$ cat config.mk
export PLATFORM = sky130hd
export DESIGN_NAME = tth_array_conv
export DESIGN_NICKNAME = d
export VERILOG_FILES = /design/src/rtl/tth_pkg.sv /design/src/rtl/tth_ctrl.sv /design/src/rtl/tth_columns.sv /design/src/rtl/tth_array_conv.sv
export SDC_FILE = /design/constraint.sdc
export NUM_CORES = 1
export LEC_CHECK = 0
export BUFFER_PORTS_ARGS = -buffer_cell sky130_fd_sc_hd__buf_2
export CORE_ASPECT_RATIO = 1.4
export CORE_MARGIN = 2
export CORE_UTILIZATION = 45
export DETAILED_ROUTE_END_ITERATION = 7
export SETUP_SLACK_MARGIN = 0.1
export SKIP_CTS_REPAIR_TIMING = 1
export SYNTH_ARGS = -nofsm -noshare
export SYNTH_HDL_FRONTEND = slang
export SYNTH_SLANG_ARGS = --single-unit
$ cat constraint.sdc
create_clock -name clk -period 3.5 [get_ports clk]
set_input_delay 0.175 -clock clk [delete_from_list [all_inputs] [get_ports clk]]
set_output_delay 0.175 -clock clk [all_outputs]
set_load 0.02 [all_outputs]
$ cat src/rtl/tth_pkg.sv
package tth_pkg;

  typedef enum logic [1:0] {
    PH_IDLE,
    PH_RESET,
    PH_INTEG,
    PH_DRAIN
  } phase_t;

  // strobes from the row sequencer to the column datapath
  typedef struct packed {
    logic clearCols;  // last precharge cycle: re-arm every column
    logic integ;      // integration cycle: columns may capture
    logic saturate;   // final integration cycle: force pending columns
    logic drain;      // codes are being streamed out
  } colCtl_t;

endpackage

$ cat src/rtl/tth_ctrl.sv
module tth_ctrl
  import tth_pkg::*;
#(
  parameter int ROWS = 4,
  parameter int CW   = 8,
  parameter int RW   = 8
) (
  input  logic            clk,
  input  logic            rstN,
  input  logic            frameStart,
  input  logic [RW-1:0]   cfgResetLen,
  input  logic [CW-1:0]   cfgMaxInt,
  input  logic            allDone,
  input  logic            lastTaken,
  output colCtl_t         ctl,
  output logic [CW-1:0]   timeNow,
  output logic [ROWS-1:0] rowReset,
  output logic [ROWS-1:0] rowEnable,
  output logic            frameDone
);

  localparam int PCW = (CW > RW) ? CW : RW;
  localparam int RIW = (ROWS > 1) ? $clog2(ROWS) : 1;

  phase_t         phase;
  logic [PCW-1:0] phaseCnt;
  logic [RW-1:0]  rstLenQ;
  logic [CW-1:0]  maxIntQ;
  logic [RIW-1:0] rowIdx;

  logic rstEnd;
  logic intEnd;

  assign rstEnd = (phaseCnt == PCW'(rstLenQ));
  assign intEnd = (phaseCnt == PCW'(maxIntQ));

  always_ff @(posedge clk or negedge rstN) begin
    if (!rstN) begin
      phase     <= PH_IDLE;
      phaseCnt  <= '0;
      rstLenQ   <= '0;
      maxIntQ   <= '0;
      rowIdx    <= '0;
      frameDone <= 1'b0;
    end else begin
      frameDone <= 1'b0;
      case (phase)
        PH_IDLE: begin
          if (frameStart) begin
            rstLenQ  <= cfgResetLen;
            maxIntQ  <= cfgMaxInt;
            rowIdx   <= '0;
            phaseCnt <= '0;
            phase    <= PH_RESET;
          end
        end
        PH_RESET: begin
          if (rstEnd) begin
            phaseCnt <= '0;
            phase    <= PH_INTEG;
          end else begin
            phaseCnt <= phaseCnt + PCW'(1);
          end
        end
        PH_INTEG: begin
          if (allDone || intEnd) begin
            phaseCnt <= '0;
            phase    <= PH_DRAIN;
          end else begin
            phaseCnt <= phaseCnt + PCW'(1);
          end
        end
        PH_DRAIN: begin
          if (lastTaken) begin
            if (rowIdx == RIW'(ROWS - 1)) begin
              phase     <= PH_IDLE;
              frameDone <= 1'b1;
            end else begin
              rowIdx <= rowIdx + RIW'(1);
              phase  <= PH_RESET;
            end
          end
        end
        default: phase <= PH_IDLE;
      endcase
    end
  end

  assign timeNow       = phaseCnt[CW-1:0];
  assign ctl.clearCols = (phase == PH_RESET) && rstEnd;
  assign ctl.integ     = (phase == PH_INTEG);
  assign ctl.saturate  = (phase == PH_INTEG) && intEnd;
  assign ctl.drain     = (phase == PH_DRAIN);

  for (genvar r = 0; r < ROWS; r++) begin : g_rowLine
    assign rowReset[r]  = (phase == PH_RESET) && (rowIdx == RIW'(r));
    assign rowEnable[r] = (phase == PH_INTEG) && (rowIdx == RIW'(r));
  end

endmodule

$ cat src/rtl/tth_columns.sv
module tth_columns
  import tth_pkg::*;
#(
  parameter int COLS = 4,
  parameter int CW   = 8
) (
  input  logic            clk,
  input  logic            rstN,
  input  colCtl_t         ctl,
  input  logic [CW-1:0]   timeNow,
  input  logic [COLS-1:0] pixIn,
  input  logic            codeReady,
  output logic            allDone,
  output logic            lastTaken,
  output logic            codeValid,
  output logic [CW-1:0]   codeData
);

  localparam int CIW = (COLS > 1) ? $clog2(COLS) : 1;

  logic [COLS-1:0][CW-1:0] codeBus;
  logic [COLS-1:0]         doneVec;
  logic [CIW-1:0]          outIdx;
  logic                    taken;

  for (genvar c = 0; c < COLS; c++) begin : g_col
    logic          syncA;
    logic          syncB;
    logic          prevB;
    logic          capQ;
    logic [CW-1:0] codeQ;
    logic          toggle;

    assign toggle = syncB ^ prevB;

    always_ff @(posedge clk or negedge rstN) begin
      if (!rstN) begin
        syncA <= 1'b0;
        syncB <= 1'b0;
        prevB <= 1'b0;
        capQ  <= 1'b0;
        codeQ <= '0;
      end else begin
        syncA <= pixIn[c];
        syncB <= syncA;
        prevB <= syncB;
        if (ctl.clearCols) begin
          capQ <= 1'b0;
        end else if (ctl.integ && !capQ) begin
          if (toggle) begin
            codeQ <= timeNow;
            capQ  <= 1'b1;
          end else if (ctl.saturate) begin
            codeQ <= '1;
            capQ  <= 1'b1;
          end
        end
      end
    end

    assign doneVec[c] = capQ | toggle;
    assign codeBus[c] = codeQ;
  end

  assign allDone   = &doneVec;
  assign codeValid = ctl.drain;
  assign codeData  = codeBus[outIdx];
  assign taken     = ctl.drain && codeReady;
  assign lastTaken = taken && (outIdx == CIW'(COLS - 1));

  always_ff @(posedge clk or negedge rstN) begin
    if (!rstN) begin
      outIdx <= '0;
    end else if (taken) begin
      outIdx <= lastTaken ? '0 : outIdx + CIW'(1);
    end
  end

endmodule

$ cat src/rtl/tth_array_conv.sv
module tth_array_conv
  import tth_pkg::*;
#(
  parameter int ROWS = 4,
  parameter int COLS = 4,
  parameter int CW   = 8,
  parameter int RW   = 8
) (
  input  logic            clk,
  input  logic            rstN,
  input  logic            frameStart,
  input  logic [RW-1:0]   cfgResetLen,
  input  logic [CW-1:0]   cfgMaxInt,
  input  logic [COLS-1:0] pixOut,
  output logic [ROWS-1:0] rowReset,
  output logic [ROWS-1:0] rowEnable,
  output logic            codeValid,
  input  logic            codeReady,
  output logic [CW-1:0]   codeData,
  output logic            frameDone
);

  colCtl_t       ctl;
  logic [CW-1:0] timeNow;
  logic          allDone;
  logic          lastTaken;

  tth_ctrl #(.ROWS(ROWS), .CW(CW), .RW(RW)) u_ctrl (
    .clk         (clk),
    .rstN        (rstN),
    .frameStart  (frameStart),
    .cfgResetLen (cfgResetLen),
    .cfgMaxInt   (cfgMaxInt),
    .allDone     (allDone),
    .lastTaken   (lastTaken),
    .ctl         (ctl),
    .timeNow     (timeNow),
    .rowReset    (rowReset),
    .rowEnable   (rowEnable),
    .frameDone   (frameDone)
  );

  tth_columns #(.COLS(COLS), .CW(CW)) u_cols (
    .clk       (clk),
    .rstN      (rstN),
    .ctl       (ctl),
    .timeNow   (timeNow),
    .pixIn     (pixOut),
    .codeReady (codeReady),
    .allDone   (allDone),
    .lastTaken (lastTaken),
    .codeValid (codeValid),
    .codeData  (codeData)
  );

endmodule

==> reports/metrics.cfg, run 1 <==
[grt]
antenna_found_initial=0
grt_max_degree=80
track_usage_pct=17.9
grt.met3_usage_pct=4.89
grt_pass1_vias=2355
grt_use_met1_pct=24.0
grt_pass1_wl_mm=12.1
overflow=0
top_usage_layer=met2
grtUsageMet2_pct=27.6

[yosys]
synth_enable_flop_cells=0
ys_ff_latch=79
ys_seq_area_share_pct=54.0
synth_flop_cell=dfrtp_1
synthCells=281
synth_area_per_cell_um2=13.0
synth_fp_nets=315
syn_area_um2=3660
ys_types=38
async_reset_ff_share_pct=100
synth-warning-count=0

[worst_setup_path]
reg2reg_slack_ns=1.24
timing.rr.end=u_cols.g_col[2].codeQ[4]
worstPathMaxFanout=11
worst-setup-path-type=flip-flop to flip-flop
r2r-start=u_ctrl.timeNow[2]
cp.required_ns=3.79
start_kind=flip-flop
reg2regPathDepth=6
cp-end-kind=flip-flop
cp.arrival_ns=2.55

[power]
powerDensity_nw_per_um2=860
clkPwrFrac_pct=18.4
switching_share_pct=35.2
p_int_uw=2280
p_comb_share_pct=37.0
ir_drop_mv=0.426
power_uw=3520
power.switching_uw=1240
seq_power_share_pct=44.6
p_leak_uw=0.00177

[clock_network]
h-tree-depth=3
cts.path.max_buffers=2
cts-root-buf=clkbuf_8
clk_pin_slew_ns=0.08
clock_sinks=79
cts-buffers-inserted=9
cts_tree=built
clk_latency_ns=0.35

[cells_and_area]
final_common_cell=dfrtp_1
diodes=0
area_delta_synth_final_pct=11.6
seq_area_um2=1980
drive_gt1_share_pct=27.2
nFillCells=721
multi_input_area_um2=1520
nets=353
fin_cells=424
final_cell_mix=dfrtp_1, buf_2, o22a_1, xnor2_1, mux2_2

[floorplanning]
initial_core_util_pct=46.7
row_count=38
die_area_um2=8890
die_h_um=111
die_w_um=80.3
ios=42
core_area_um2=7850

[sta]
post-route-worst-setup-slack_ns=1.24
min_period_over_period_pct=64.6
tns_ns=0
hold_slack_ns=-0.0452
hold_violations=19
clock_skew_ns=0.00972
rsz0062_at_grt=no
worst_pin_slew_ns=0.990
setup_viol=0
max_slew_margin_pct=34.0
drv_slew=0
min_period_ns=2.26
fmax_ghz=0.442

[run_status]
status=finished with violations
violations=negative hold slack

[route]
num_vias=2309
routed_wl_mm=7.28
route.detailed.drc=0
first_iter_violations=106
wire_per_inst_um=17.2
first_pass_iters=4
drtAntennaViolNets=0
vias_per_cell=5.45

[placed_design]
gp_congestion=0.778
port-buffer-count=41
dp.cells=404
pre_cts_ws_ns=1.26
hpwl_mm=5.04

[min_path]
hold_class=input port to asynchronous set/reset pin

[flow_run]
drv_cap=0

-- per-layer routing --
layer | wire length [um] | up-vias
li1 | - | 1093
met1 | 3300 | 1171
met2 | 3670 | 38
met3 | 229 | 7
met4 | 81 | 0
met5 | 0 | -
-- stage by stage --
step,utilization (%),hold slack (ns),instance area [um^2]
after floorplan,-,-0.121,3660
after global placement,49.1,0.284,3850
after detailed placement,49.1,0.285,3850
after CTS,51.6,-0.0922,4050
after global routing,52.1,0.0304,4090
final,52.1,-0.0452,4090
-- power by group through the flow --
stage	sequential (uW)	combinational, uW	clock, uW
after floorplan	1440	1110	0
after global placement	1590	1300	0
final	1570	1300	649
after global routing	1620	1440	724
after detailed placement	1590	1320	0
after CTS	1580	1320	678
-- cell type report --
| class | instances | share of cell area (%) |
|---|---|---|
| clock buffer | 14 | 4.47 |
| clock inverter | 2 | 0.306 |
| inverter | 8 | 0.734 |
| multi-input combinational | 176 | 37.0 |
| sequential | 79 | 48.3 |
| tap | 100 | 3.06 |
| timing repair buffer | 45 | 6.06 |
-- worst max path at each step --
stage / startpoint / to / slack [ns] / depth (start not counted)
floorplan: u_ctrl.timeNow[1] / u_cols.g_col[0].codeQ[0] / 1.67 / 9
global placement: u_ctrl.timeNow[2] / u_cols.g_col[3].codeQ[4] / 1.24 / 6
detailed placement: u_ctrl.timeNow[2] / u_cols.g_col[3].codeQ[3] / 1.26 / 6
CTS: u_ctrl.timeNow[2] / u_cols.g_col[3].codeQ[3] / 1.24 / 6
global route: u_ctrl.timeNow[2] / u_cols.g_col[3].codeQ[5] / 1.04 / 6
finish: u_ctrl.timeNow[2] / u_cols.g_col[2].codeQ[4] / 1.24 / 6
-- cells in the mapped netlist, types with 5 or more instances --
| master | n | area (um^2) |
|---|---|---|
| nor2b_1 | 6 | 37.5 |
| mux2_2 | 17 | 191 |
| o21ai_0 | 5 | 25.0 |
| buf_4 | 5 | 37.5 |
| a21oi_1 | 6 | 30.0 |
| or3_1 | 6 | 37.5 |
| nand2_1 | 10 | 37.5 |
| nand4_1 | 5 | 31.3 |
| a21o_1 | 8 | 60.1 |
| xnor2_1 | 21 | 184 |
| buf_6 | 7 | 78.8 |
| and2_1 | 8 | 50.1 |
| nor2_1 | 5 | 18.8 |
| mux4_2 | 8 | 180 |
| inv_1 | 8 | 30.0 |
| ha_1 | 10 | 125 |
| dfrtp_1 | 79 | 1980 |
| o22a_1 | 32 | 280 |
-- critical path, stage by stage (launching register included) --
cell and delay [ns]:
dfrtp_1 0.53, xnor2_1 0.20, nand4_1 0.17, or3_1 0.27
nand2_4 0.12, a211oi_2 0.64, o22a_1 0.26
-- logic make-up (layout without fill, tap and decap cells) --
| family | Yosys count | after routing | synth area share, % |
|---|---|---|---|
| buffers and inverters | 26 | 69 | 4.68 |
| flip-flops | 79 | 79 | 54.0 |
| multiplexers | 25 | 25 | 10.1 |
| XOR/XNOR | 24 | 24 | 5.74 |
| AND/OR/NAND/NOR | 53 | 53 | 7.96 |
| AO/OA/AOI/OAI | 64 | 64 | 14.1 |
| adder cells (fa/ha/maj) | 10 | 10 | 3.42 |
-- sequential cells by signal (all words and copies together) (netlist names), 4 cells and up --
register and flops:
u_cols.g_col.syncB 4, u_ctrl.timeNow 8, u_ctrl.maxIntQ 8, u_cols.g_col.syncA 4, u_cols.g_col.capQ 4, u_cols.g_col.prevB 4
u_ctrl.rstLenQ 8, u_cols.g_col.codeQ 32
(Power assumes the default switching activity.)
==> run 2: changes to the inputs <==
- PLACE_DENSITY: default -> 0.67
- clock period: 3.5 -> 1.9 ns (I/O delays scaled with it)
==> run 2 against run 1 <==
Compared with the run above:
- sequential share of layout area shrank 6.0 points
- power increased by 95%
- first-iteration DRC count rose by 20%
- fmax increased by 20%
- sequential cell count did not move
- the run now ends clean
- register-to-register slack lost 1.2 ns
- design area up 14%
- global-route usage increased by 0.26 points
==> reports/metrics.cfg, run 2 (synthesized netlist as in run 1, its figures left out) <==
[floorplanning]
row_count=38  ; unchanged
die_h_um=111  ; unchanged
die_w_um=80.3  ; unchanged
core_area_um2=7850  ; unchanged
die_area_um2=8890  ; unchanged
initial_core_util_pct=46.7  ; unchanged
ios=42  ; unchanged

[sta]
rsz0062_at_grt=yes
min_period_over_period_pct=99.1  ; +34 points
hold_slack_ns=0.0765  ; +0.122 ns
setup_viol=0  ; unchanged
fmax_ghz=0.531  ; +20%
drv_slew=0  ; unchanged
clock_skew_ns=0.0105  ; +0.000786 ns
min_period_ns=1.88  ; -0.379 ns
max_slew_margin_pct=67.2  ; +33 points
worst_pin_slew_ns=0.492  ; -0.498 ns
hold_violations=0  ; -19

[cells_and_area]
top_register=u_cols.g_col.codeQ
nets=413  ; +17%
largest_register_ff_count=32  ; unchanged
drive_gt1_share_pct=38.4  ; +11 points
final_cell_mix=dfrtp_1, buf_2, buf_4, o22a_1, dlygate4sd3_1
final_common_cell=dfrtp_1
fin_util_pct=59.6  ; +7.4 points
area_delta_synth_final_pct=27.6

[clock_network]
clk_latency_ns=0.35  ; about the same
cts-root-buf=clkbuf_8
cts.path.max_buffers=2  ; unchanged
h-tree-depth=3  ; unchanged
clk_pin_slew_ns=0.07  ; about the same
cts_tree=built
cts-buffers-inserted=9  ; unchanged
clock_sinks=79  ; unchanged

[worst_setup_path]
cp_slowest_stage_delay_ns=0.43  ; -0.21 ns
worst-setup-path-type=flip-flop to flip-flop
worstPathMaxFanout=7  ; -4
cp-end-kind=flip-flop
cp.arrival_ns=2.12  ; -0.43 ns
slowest_stage=o41ai_4
reg2regPathDepth=6  ; unchanged
cp_cell_sequence=xnor2_2, nor2b_2, o41ai_4, o31a_1, o21ai_1, a21o_1
start_kind=flip-flop
cp.required_ns=2.14  ; -1.65 ns

[route]
num_vias=2571  ; +11%
first_pass_iters=4  ; unchanged
route.detailed.drc=0  ; unchanged
wire_per_inst_um=16.4  ; -4.4%
vias_per_cell=5.31  ; -2.5%
first_iter_violations=127  ; +20%
drtAntennaViolNets=0  ; unchanged
routed_wl_mm=7.94  ; +9.2%

[flow_run]
drv_cap=0  ; unchanged

[grt]
antenna_found_initial=0  ; unchanged
overflow=0  ; unchanged
grt_pass1_wl_mm=12.4  ; +2.7%
grt_pass1_vias=2544  ; +8.0%
track_usage_pct=18.2  ; +0.26 points
grt_max_degree=43  ; -46%

[placed_design]
hpwl_mm=5.46  ; +8.3%
gp_congestion=0.875  ; +12%
port-buffer-count=41  ; unchanged

[power]
power_uw=6850  ; +95%
ir_drop_mv=0.706  ; +66%
powerDensity_nw_per_um2=1470  ; +70%
p_leak_uw=0.00208  ; +18%

[min_path]
hold_class=input port to flip-flop
worst_hold_path.num_cells=3

[run_status]
status=finished clean

[run 2: cell count changes in the layout (fill, tap and decap cells not counted), sizes merged]
cell         before  now
buf              41   84
clkinv            1    4
diode             0    1
clkbuf           14   11
dlygate4sd3       4   21
clkinvlp          1    0
[run 2: layout make-up]
type | count | area [um^2]
inverter | 8 | 30.0
clock buffer | 11 | 131
sequential | 79 | 1980
multi-input combinational | 176 | 1610
clock inverter | 4 | 23.8
antenna | 1 | 2.50
timing repair buffer | 105 | 771
fill | 658 | 3170
tap | 100 | 125
[run 2: path summary, 6_finish.rpt]
| check | startpoint | to | slack (ns) |
|---|---|---|---|
| min in group asynchronous | rstN | u_cols.g_col[3].codeQ[7] | 0.25 |
| hold reg to reg | u_cols.g_col[2].syncA | u_cols.g_col[2].syncB | 0.35 |
| setup / recovery | u_cols.g_col[2].syncB | u_ctrl.timeNow[2] | 0.02 |
| max in group asynchronous | rstN | u_ctrl.phase[0] | 1.04 |
| hold / removal | codeReady | u_ctrl.frameDone | 0.08 |
| setup reg to reg | u_cols.g_col[2].syncB | u_ctrl.timeNow[2] | 0.02 |
[run 2: report_power, final]
part | internal (uW) | total [uW] | switching, uW
Sequential | 2330 | 2790 | 461
Combinational | 1620 | 3020 | 1400
Clock | 463 | 1030 | 571
[run 2: worst max-delay path: cells and delay by family, from the launching register on]
family	cells	cell delay, ns
xor+xnor	1	0.15
flops	1	0.41
simple gates	1	0.17
compound gates	4	1.05
[run 2: stage by stage]
stage               worst slack (ns)  cell area, um^2  cells  TNS (ns)
global placement             -0.0482             4170    443    -0.115
detailed placement           -0.0844             4170    443    -0.429
finish                        0.0169             4670    484         0
global route                 -0.0706             4670    483    -0.315
floorplan                     0.0671             3670    281         0
CTS                           -0.191             4330    458     -1.27
[run 2: per-layer routing]
layer  global-route usage (%)  vias up  wire length, um
met1                     23.3     1287             3350
met3                     4.48       10              310
met5                        0        -                0
met4                     7.57        0              147
li1                         -     1213                -
met2                     29.2       61             4140
==> run 3: changes to the inputs <==
- ABC_AREA: default -> 1
- CORE_MARGIN: 2 -> default
- CORE_UTILIZATION: 45 -> 53
- PLACE_DENSITY: 0.67 -> 0.76
==> run 3 against run 2 <==
Compared with the run above:
- the run now ends with negative hold slack left
- clock power grew 12%
- synthesized cell count rose by 63%
- power is 8.6% higher
- critical path depth decreased by 2
- sequential share of layout area decreased by 2.3 points
- highest routed layer unchanged
- hold slack worse by 0.088 ns
- design area increased by 6.0%
- combinational power increased by 13%
- register-to-register slack improved by 0.12 ns
- first-iteration DRC count increased to 3.5 times the previous value
- critical endpoint is now codeData[2]
- global-route usage increased by 5.4 points
- setup slack gained 0.11 ns
==> reports/metrics.cfg, run 3 <==
[worst_setup_path]
cp.arrival_ns=1.68  ; -0.44 ns
cp_cell_sequence=buf_4, o21ai_0, o22ai_1, buf_2
startpoint=u_cols.outIdx[0]
crit_buf_inv=2  ; +2
r2r-start=u_ctrl.phase[0]
cp.required_ns=1.80  ; -0.34 ns
cp_slowest_stage_delay_ns=0.46  ; +0.03 ns
cp-end-kind=output port
worst-setup-path-type=flip-flop to output port
start_kind=flip-flop
slowest_stage=dfrtp_2
critPathTopFamily=flip-flops
worstPathMaxFanout=16  ; +9

[route]
routed_wl_mm=10.3  ; +30%
vias_per_cell=5.43  ; +2.2%
first_pass_iters=5  ; +1
first_iter_violations=448  ; +250%
num_vias=3458  ; +35%
route.detailed.drc=0  ; unchanged
wire_per_inst_um=16.2  ; -1.3%
drtAntennaViolNets=0  ; unchanged

[power]
p_leak_uw=0.00241  ; +16%
ir_drop_mv=1.27  ; +80%
powerDensity_nw_per_um2=1500  ; +2.5%

[min_path]
hold_start=cfgMaxInt[5]
hold_class=input port to flip-flop

[clock_network]
clock_sinks=79  ; unchanged
cts-buffers-inserted=9  ; unchanged
cts.path.max_buffers=2  ; unchanged
h-tree-depth=3  ; unchanged
clk_latency_ns=0.36  ; about the same
cts_tree=built
clk_pin_slew_ns=0.08  ; about the same
cts-root-buf=clkbuf_8

[sta]
hold_violations=4  ; +4
fmax_ghz=0.565  ; +6.3%
tns_ns=0  ; unchanged
rsz0062_at_grt=yes
drv_slew=0  ; unchanged
max_slew_margin_pct=66.4  ; -0.86 points
min_period_over_period_pct=93.2  ; -5.9 points
hold_slack_ns=-0.0110  ; -0.0876 ns
clock_skew_ns=0.0122  ; +0.00174 ns
min_period_ns=1.77  ; -0.112 ns
setup_viol=0  ; unchanged
worst_pin_slew_ns=0.505  ; +0.0129 ns

[grt]
grt_pass1_wl_mm=14.9  ; +21%
grt_max_degree=43  ; unchanged
track_usage_pct=23.6  ; +5.4 points
grt_pass1_vias=3220  ; +27%
antenna_found_initial=0  ; unchanged
overflow=0  ; unchanged

[floorplanning]
die_h_um=106  ; -4.0%
ios=42  ; unchanged
row_count=37  ; -2.6%
initial_core_util_pct=55.3  ; +8.6 points
die_area_um2=8130  ; -8.5%
die_w_um=76.5  ; -4.7%
core_area_um2=7450  ; -5.0%

[placed_design]
hpwl_mm=6.36  ; +16%
postPlaceCellArea_um2=4430  ; +6.1%
dp.cells=596  ; +35%
gp_congestion=0.848  ; -3.0%
port-buffer-count=41  ; unchanged

[cells_and_area]
seq_area_um2=1980  ; +0.19%
design_area_um2=4950  ; +6.0%
fin_cells=637  ; +32%
nets=569  ; +38%
area_delta_synth_final_pct=20.3
largest_register_ff_count=32  ; unchanged
nFillCells=599  ; -9.0%
drive_gt1_share_pct=30.4  ; -8.0 points
top_register=u_cols.g_col.codeQ
final_cell_mix=nand2_1, dfrtp_1, nor2_1, buf_2, inv_1
multi_input_area_um2=1920  ; +19%
diodes=0  ; -1
final_common_cell=nand2_1

[run_status]
status=finished with violations
violations=negative hold slack

[yosys]
synth-warning-count=0  ; unchanged
ys_ff_latch=79  ; unchanged
synth_flop_cell=dfrtp_1
synth.most_common_cell=nand2_1
async_reset_ff_share_pct=100  ; unchanged
synth_fp_nets=493  ; +57%
synth_enable_flop_cells=0  ; unchanged
ys_types=29  ; -24%
yosysTopAreaCellShare_pct=48.0  ; -6.0 points
synth_area_leaders=dfrtp_1, nand2_1, o21ai_2
syn_area_um2=4120  ; +12%
synth_commonest_cells=nand2_1, dfrtp_1, nor2_1
ys_seq_area_share_pct=48.0  ; -6.0 points
synth_area_leader_cell=dfrtp_1
synthCells=459  ; +63%
synth_area_per_cell_um2=8.97  ; -31%

[flow_run]
drv_cap=0  ; unchanged

-- run 3: worst register-to-register path, cell delays in order (launching register included) --
cell,delay [ns]
dfrtp_2,0.45
inv_1,0.10
ha_1,0.26
inv_1,0.18
nor2_2,0.29
nand3_4,0.19
nand2_1,0.14
o21ai_2,0.06
-- run 3: per-stage QoR --
stage                     utilization, %  power (uW)  setup WS [ns]  hold WS (ns)
after global routing                66.5        7890         0.0445       0.00452
after global placement              59.4        5850          0.169        0.0937
after floorplan                        -        5100          0.150        -0.201
after CTS                           61.8        7130         0.0434        -0.284
after detailed placement            59.4        5980          0.139         0.102
final                               66.5        7440          0.129       -0.0110
-- run 3: routing by layer --
| metal | vias up | track usage, % | wire length (um) |
|---|---|---|---|
| li1 | 1616 | - | - |
| met1 | 1662 | 28.2 | 4040 |
| met3 | 29 | 3.52 | 521 |
| met2 | 151 | 41.6 | 5500 |
| met5 | - | 0 | 0 |
| met4 | 0 | 10.7 | 270 |
-- run 3: cells by family (layout without fill, tap and decap cells) --
| family | Yosys count | count (layout) | synth area share (%) |
|---|---|---|---|
| simple gates | 192 | 196 | 20.6 |
| compound gates | 83 | 83 | 13.3 |
| flops | 79 | 79 | 48.0 |
| buf+inv | 68 | 145 | 8.51 |
| xor+xnor | 16 | 16 | 3.58 |
| mux | 11 | 11 | 3.01 |
| fa+ha+maj | 10 | 10 | 3.04 |
-- run 3: report_power, final --
| group | switching, uW | internal [uW] |
|---|---|---|
| sequential | 533 | 2330 |
| clock | 606 | 543 |
| combinational | 2080 | 1350 |
| total | 3210 | 4230 |
-- run 3: cell type report --
cell class | instances | area share [%]
clock inverter | 3 | 0.354
tap | 97 | 2.45
inverter | 50 | 3.89
multi-input combinational | 316 | 38.8
sequential | 79 | 40.0
timing repair inverter | 1 | 0.152
clock buffer | 13 | 3.21
timing repair buffer | 78 | 11.1
-- run 3: worst paths after layout --
| kind | slack (ns) | endpoint | depth (start not counted) |
|---|---|---|---|
| setup / recovery | 0.13 | codeData[2] | 4 |
| hold / removal | -0.01 | u_ctrl.maxIntQ[5] | 3 |
| setup reg to reg | 0.14 | u_cols.g_col[2].codeQ[7] | 7 |
| hold reg to reg | 0.35 | u_cols.g_col[3].syncB | 0 |
| max in group asynchronous | 1.05 | u_ctrl.timeNow[5] | 3 |
| min in group asynchronous | 0.24 | u_cols.g_col[1].syncA | 2 |
